File: src/rtl/tmr_pkg.sv
package tmr_pkg;
  localparam int CNT_W     = 16;
  localparam int HALF_W    = CNT_W / 2;
  localparam int PRESC_DIV = 8;
  localparam int PRESC_W   = $clog2(PRESC_DIV);

  // control register bit positions
  localparam int B_GRST  = 0;  // timer 1: global hold; timer 2: select; timer 3: prescale
  localparam int B_SRC   = 1;
  localparam int B_DUAL  = 2;
  localparam int B_MODE  = 3;  // 3-bit field at 5:3
  localparam int B_IE    = 6;
  localparam int B_OE    = 7;

  typedef struct packed {
    logic [CNT_W-1:0] nxt;
    logic             expire;
  } step_t;

  // One counted tick: next counter value and whether this tick is a timeout.
  function automatic step_t count_step(input logic [CNT_W-1:0] c,
                                       input logic [CNT_W-1:0] l,
                                       input logic             dual);
    step_t r;
    r.nxt    = c - 1'b1;
    r.expire = 1'b0;
    if (dual) begin
      if (c[HALF_W-1:0] == '0) begin
        r.nxt[HALF_W-1:0] = l[HALF_W-1:0];
        if (c[CNT_W-1:HALF_W] == '0) begin
          r.expire              = 1'b1;
          r.nxt[CNT_W-1:HALF_W] = l[CNT_W-1:HALF_W];
        end else begin
          r.nxt[CNT_W-1:HALF_W] = c[CNT_W-1:HALF_W] - 1'b1;
        end
      end else begin
        r.nxt = {c[CNT_W-1:HALF_W], c[HALF_W-1:0] - 1'b1};
      end
    end else if (c == '0) begin
      r.expire = 1'b1;
      r.nxt    = l;
    end
    return r;
  endfunction
endpackage

File: src/rtl/tmr_edge_sync.sv
module tmr_edge_sync #(
  parameter int STAGES = 2
) (
  input  logic clk,
  input  logic rst_n,
  input  logic din,
  output logic rise
);
  logic [STAGES:0] sh_q;

  always_ff @(posedge clk or negedge rst_n) begin
    if (!rst_n) sh_q <= '0;
    else        sh_q <= {sh_q[STAGES-1:0], din};
  end

  assign rise = sh_q[STAGES-1] & ~sh_q[STAGES];
endmodule

File: src/rtl/tmr_channel.sv
module tmr_channel import tmr_pkg::*; (
  input  logic             clk,
  input  logic             rst_n,
  input  logic             tick,
  input  logic             presc_en,
  input  logic             hold,
  input  logic             reload,
  input  logic [CNT_W-1:0] latch,
  input  logic             dual,
  input  logic             toggle_mode,
  input  logic             out_en,
  output logic [CNT_W-1:0] cnt,
  output logic             timeout,
  output logic             pin
);
  localparam logic [PRESC_W-1:0] PRESC_MAX = PRESC_W'(PRESC_DIV - 1);

  logic [PRESC_W-1:0] presc_q;
  logic               step;
  step_t              nx;

  always_comb begin
    step    = tick && (!presc_en || presc_q == PRESC_MAX);
    nx      = count_step(cnt, latch, dual);
    timeout = step && !hold && !reload && nx.expire;
  end

  always_ff @(posedge clk or negedge rst_n) begin
    if (!rst_n)               presc_q <= '0;
    else if (hold || !presc_en) presc_q <= '0;
    else if (tick)            presc_q <= presc_q + 1'b1;
  end

  always_ff @(posedge clk or negedge rst_n) begin
    if (!rst_n)              cnt <= '1;
    else if (hold || reload) cnt <= latch;
    else if (step)           cnt <= nx.nxt;
  end

  always_ff @(posedge clk or negedge rst_n) begin
    if (!rst_n)                        pin <= 1'b0;
    else if (!out_en)                  pin <= 1'b0;
    else if (timeout && toggle_mode)   pin <= ~pin;
  end
endmodule

File: src/rtl/tri_timer.sv
module tri_timer import tmr_pkg::*; #(
  parameter int NCH         = 3,
  parameter int SYNC_STAGES = 2,
  localparam int AW         = $clog2(2 * NCH + 2)
) (
  input  logic           clk,
  input  logic           rst_n,
  input  logic           wr_en,
  input  logic           rd_en,
  input  logic [AW-1:0]  addr,
  input  logic [7:0]     wdata,
  output logic [7:0]     rdata,
  input  logic [NCH-1:0] ext_clk,
  output logic [NCH-1:0] tmr_out,
  output logic           irq
);
  logic [NCH-1:0][7:0]       ctrl_q;
  logic [NCH-1:0][CNT_W-1:0] latch_q;
  logic [NCH-1:0][CNT_W-1:0] cnt;
  logic [7:0]                msb_buf_q;
  logic [NCH-1:0] flag_q, seen_q, tmo, ext_edge, reload, ctrl_we, lat_we, cnt_rd;
  logic [NCH-1:0] ie_vec, oe_vec;
  logic           glb_hold, glb_rise, wr_shared, msb_we, st_rd, comp;

  // ---------------- write / read decode ----------------
  always_comb begin
    wr_shared = wr_en && addr == AW'(0);
    st_rd     = rd_en && addr == AW'(1);
    msb_we    = wr_en && !addr[0] && addr >= AW'(2);
    for (int k = 0; k < NCH; k++) begin
      if (k == 0)            ctrl_we[k] = wr_shared && ctrl_q[1][B_GRST];
      else if (k == NCH - 1) ctrl_we[k] = wr_shared && !ctrl_q[1][B_GRST];
      else                   ctrl_we[k] = wr_en && addr == AW'(1);
      reload[k] = ctrl_we[k] && (wdata[B_SRC] != ctrl_q[k][B_SRC]);
      lat_we[k] = wr_en && addr == AW'(2 * k + 3);
      cnt_rd[k] = rd_en && addr == AW'(2 * k + 2);
      ie_vec[k] = ctrl_q[k][B_IE];
      oe_vec[k] = ctrl_q[k][B_OE];
    end
    glb_hold = ctrl_q[0][B_GRST];
    glb_rise = ctrl_we[0] && wdata[B_GRST] && !ctrl_q[0][B_GRST];
  end

  always_ff @(posedge clk or negedge rst_n) begin
    if (!rst_n) begin
      ctrl_q    <= '0;
      latch_q   <= '1;
      msb_buf_q <= '0;
    end else begin
      if (msb_we) msb_buf_q <= wdata;
      for (int k = 0; k < NCH; k++) begin
        if (ctrl_we[k]) ctrl_q[k]  <= wdata;
        if (lat_we[k])  latch_q[k] <= {msb_buf_q, wdata};
      end
    end
  end

  // ---------------- status flags ----------------
  always_ff @(posedge clk or negedge rst_n) begin
    if (!rst_n) begin
      flag_q <= '0;
      seen_q <= '0;
    end else begin
      for (int k = 0; k < NCH; k++) begin
        if (glb_rise) begin
          flag_q[k] <= 1'b0;
          seen_q[k] <= 1'b0;
        end else if (tmo[k]) begin
          flag_q[k] <= 1'b1;
          seen_q[k] <= 1'b0;
        end else if (cnt_rd[k] && seen_q[k]) begin
          flag_q[k] <= 1'b0;
          seen_q[k] <= 1'b0;
        end else if (st_rd && flag_q[k]) begin
          seen_q[k] <= 1'b1;
        end
      end
    end
  end

  assign comp = |(flag_q & ie_vec);
  assign irq  = comp;

  always_comb begin
    rdata = '0;
    if (addr == AW'(1)) rdata = {comp, {(7 - NCH){1'b0}}, flag_q};
    for (int k = 0; k < NCH; k++) begin
      if (addr == AW'(2 * k + 2)) rdata = cnt[k][CNT_W-1:HALF_W];
      if (addr == AW'(2 * k + 3)) rdata = cnt[k][HALF_W-1:0];
    end
  end

  // ---------------- per-timer datapath ----------------
  for (genvar k = 0; k < NCH; k++) begin : g_ch
    logic       tick_raw, presc_sel, toggle_sel;
    logic [2:0] mode;

    tmr_edge_sync #(.STAGES(SYNC_STAGES)) u_sync (
      .clk  (clk),
      .rst_n(rst_n),
      .din  (ext_clk[k]),
      .rise (ext_edge[k])
    );

    assign tick_raw   = ctrl_q[k][B_SRC] | ext_edge[k];
    assign presc_sel  = (k == NCH - 1) ? ctrl_q[k][B_GRST] : 1'b0;
    assign mode       = ctrl_q[k][B_MODE+2:B_MODE];
    assign toggle_sel = (mode == 3'd0) || (mode == 3'd2);

    tmr_channel u_ch (
      .clk        (clk),
      .rst_n      (rst_n),
      .tick       (tick_raw),
      .presc_en   (presc_sel),
      .hold       (glb_hold),
      .reload     (reload[k]),
      .latch      (latch_q[k]),
      .dual       (ctrl_q[k][B_DUAL]),
      .toggle_mode(toggle_sel),
      .out_en     (oe_vec[k]),
      .cnt        (cnt[k]),
      .timeout    (tmo[k]),
      .pin        (tmr_out[k])
    );
  end
endmodule

File: config.mk
export PLATFORM = sky130hd
export DESIGN_NAME = tri_timer
export DESIGN_NICKNAME = d
export VERILOG_FILES = /design/src/rtl/tmr_pkg.sv /design/src/rtl/tmr_edge_sync.sv /design/src/rtl/tmr_channel.sv /design/src/rtl/tri_timer.sv
export SDC_FILE = /design/constraint.sdc
export NUM_CORES = 1
export LEC_CHECK = 0
export ABC_AREA = 1
export BUFFER_PORTS_ARGS = -buffer_cell sky130_fd_sc_hd__buf_4
export CORE_MARGIN = 10
export CORE_UTILIZATION = 57
export DETAILED_ROUTE_END_ITERATION = 10
export GPL_TIMING_DRIVEN = 0
export PLACE_DENSITY = 0.76
export SYNTH_ARGS = -nofsm -noshare
export SYNTH_HDL_FRONTEND = slang
export SYNTH_SLANG_ARGS = --single-unit
File: constraint.sdc
create_clock -name clk -period 2.1 [get_ports clk]
set_clock_uncertainty 0.2 [all_clocks]
set_input_delay 0.105 -clock clk [delete_from_list [all_inputs] [get_ports clk]]
set_output_delay 0.105 -clock clk [all_outputs]
set_load 0.05 [all_outputs]
==> results.yml <==
final_layout:
  final_common_cell: "nand2_1"
  drive_gt1_share_pct: 22.61
  layout_common_cells: "nand2_1 (388), nor2_1 (127), inv_1 (121), o21ai_0 (100), dfstp_2 (96)"
  final_design_area_no_fill_mm2: 0.01058
  nFillCells: 1233
  syn2layout_area_growth_pct: 21.77
  antenna_cells: 0
  multiInputGateArea_mm2: 0.004564
  seq_area_mm2: 0.003774
  nets: 1334
setup_path:
  max_stage_delay_ps: 410
  r2r_start: "g_ch[1].u_ch.cnt[8]"
  worstRegToRegCells: 11
  path_class: "register to output port"
  timing.reg2reg.setup_slack_ps: 50
  crit_buf_inv: 1
  path_delay_family: "simple AND/OR/NAND/NOR gates"
  worstPathArrival_ps: 1770
  path_cells: "nand2_1 -> nand3_2 -> nand2_2 -> o21ai_2 -> a21oi_2 -> nand4_1 -> buf_6"
  required_ps: 1790
  crit-reg2reg-capture: "g_ch[1].u_ch.cnt[15]"
  crit_path_start_kind: "register"
  crit_path_max_fanout: 3
  worst_setup_path_end_kind: "output port"
  cp_slowest_cell: "dfrtp_1"
routing:
  drtAntennaViolNets: 0
  routedWlPerCell_um: 17.13
  vias: 8481
  drcViolationCount: 0
  dr.pass1.iters: 5
  wl_um: 25800
  vias_per_cell: 5.631
  first_iter_violations: 868
synthesis:
  synth_edf_count: 0
  ys_types: 43
  synth_area_leader_cell: "dfstp_2"
  synth_area_leaders: "dfstp_2 (29%), nand2_1 (17%), dfrtp_1 (14%)"
  netlist.area_leader.share_pct: 29.04
  synth_flop_cell: "dfstp_2"
  ys_warn_count: 0
  syn_nets: 1237
  netlist_instances: 1208
  synthesis.area_mm2: 0.008685
  synth-seq-cells: 146
  syn_avg_cell_area_um2: 7.189
  synth-seq-area-share_pct: 43.45
  ys_async_sr_fraction_pct: 100.0
timing:
  drv_slew: 0
  slew-limit-headroom_pct: 57.31
  worst_slack_ps: 20.82
  fin_crit_sh_pct: 99.01
  finalSetupViolCount: 0
  worstMarginPinSlew_ps: 640.3
  hold-worst-slack_ps: 8.882
  fmax_ghz: 0.4810
  period_needed_ps: 2079
  rsz0062_at_grt: "yes"
  hold_viol_final: 0
placement:
  postPlaceCellArea_mm2: 0.009170
  portBuffers: 29
  detailedPlace.worstSlack_ps: -718.7
  routabilityCongestion: 0.9508
  hpwl_um: 18100
power:
  p_leak_nw: 4.963
  pwr-share-seq_pct: 36.1
  p_int_mw: 7.920
  power_frac_clock_pct: 22.8
  power_density_mw_per_mm2: 1317
  p_switching_mw: 6.011
  ir_worst_vdd_v: 0.0007331
  switching_share_pct: 43.15
  combPwrFrac_pct: 41.1
cts:
  path_clk_slew_ps: 70
  clkLatencyLatePin_ps: 430
  cts_tree: "done"
  cts_buffers: 17
  cts_root_buffer: "clkbuf_16"
  h-tree-depth: 4
  cts_sinks: 146
  cts.path.max_buffers: 2
grt:
  grt_pass1_vias: 7727
  grt_overflow_total: 0
  track_usage_pct: 24.99
  grt_pass1_wl_um: 40220
  grt_start_max_net_pins: 100
  antenna_found_initial: 0
die:
  rows: 45
  core-area_mm2: 0.01509
  die_w_um: 143.4
  start_util_pct: 57.55
  die_y_um: 143.4
  die_area_mm2: 0.02057
  ios: 30
hold_path:
  worstHoldPathType: "input pin to register"
  hold_end: "ctrl_q[13]"
  hp-start: "wdata[5]"
  holdPathStages: 3
flow_run:
  maxCapViolations: 0
status:
  outcome: "finished, final reports clean"
-- final cells by class --
class | instances | area share (%)
multi-input cells | 895 | 43.16
flip-flops and latches | 146 | 35.68
repair buffers | 79 | 6.496
inverters | 142 | 5.301
clock buffers | 19 | 4.188
well taps | 188 | 2.224
clock inverters | 13 | 1.550
plain buffers | 24 | 1.396
-- power groups by stage --
stage	logic (mW)	registers [mW]	clock network, mW
after global placement	4.95	4.95	0
after CTS	5.34	4.94	3.19
final	5.72	5.03	3.17
after detailed placement	5.06	4.96	0
after floorplan	3.89	4.63	0
after global routing	6.39	5.14	3.31
-- flip-flops by register name, indices dropped and copies added (netlist names) --
register	count
msb_buf_q	8
g_ch.u_ch.presc_q	3
g_ch.u_ch.cnt	48
ctrl_q	21
flag_q	3
g_ch.u_ch.pin	3
seen_q	3
g_ch.u_sync.sh_q	9
latch_q	48
-- how the worst max path moves through the flow --
stage	start	end	slack (ps)	cells past startpoint
after floorplan	g_ch[1].u_ch.cnt[8]	g_ch[1].u_ch.cnt[4]	60	9
after global placement	g_ch[2].u_ch.presc_q[0]	g_ch[2].u_ch.cnt[6]	-680	7
after global routing	g_ch[1].u_ch.cnt[5]	g_ch[1].u_ch.cnt[15]	-40	10
after CTS	flag_q[1]	rdata[7]	-50	7
after detailed placement	g_ch[2].u_ch.presc_q[0]	g_ch[2].u_ch.cnt[6]	-720	7
final	flag_q[1]	rdata[7]	20	7
-- worst min-delay path, cell delays in order --
cell and delay, ps:
buf_4 70, inv_1 200, o21ai_0 220
-- cells in the mapped netlist (3+ instances only) --
cell,count
dfstp_2,96
nor2_1,144
nand2_1,397
inv_1,133
nor2_2,6
nand4_1,14
o21ai_2,4
a21oi_1,27
nand3_1,77
or2_2,3
buf_6,4
nand2_2,8
inv_2,7
o2111ai_1,6
xor2_1,22
buf_2,3
o31ai_1,3
buf_4,4
o21ai_0,110
o22ai_1,7
dfrtp_1,50
nor3_1,5
a21oi_2,4
ha_1,11
o21ai_1,3
xnor2_1,5
o211ai_1,20
clkbuf_1,15
-- per-stage QoR --
step                      instances  util, %  TNS (ps)  total power, mW
after floorplan                1208        -         0            8.520
after global placement         1425    60.56    -17940            9.894
after detailed placement       1426    60.77    -18570            10.01
after CTS                      1489    68.03    -47.77            13.47
after global routing           1506    70.08    -189.2            14.84
final                          1506    70.08         0            13.93
-- routing by layer --
layer  vias to the layer above  global-route usage, %  routed length (um)
met4                         0                  9.081                 822
met3                        76                  4.884                1990
li1                       4078                      -                   -
met2                       375                  38.92               11780
met1                      3952                  33.86               11210
met5                         -                      0                   0
-- what timing repair did --
| item | CTS | global route |
|---|---|---|
| hold endpoints to repair | 110 | 0 |
| buffers inserted | 5 | 19 |
| cloned | 0 | 1 |
| pin swaps | 7 | 16 |
| hold buffers | 26 | 0 |
| endpoints found under the setup margin | 63 | 61 |
| resized for setup | 57 | 58 |
-- logic make-up after synthesis --
logic type,after synthesis,synth area share (%)
and+or+nand+nor,665,31.61
adders and majority gates,11,1.585
DFF,146,43.45
xor gates and xnor gates,27,2.723
buffers and inverters,168,7.852
AOI/OAI and AO/OA,191,12.78
Note: power is estimated with default switching activity, not from simulation.
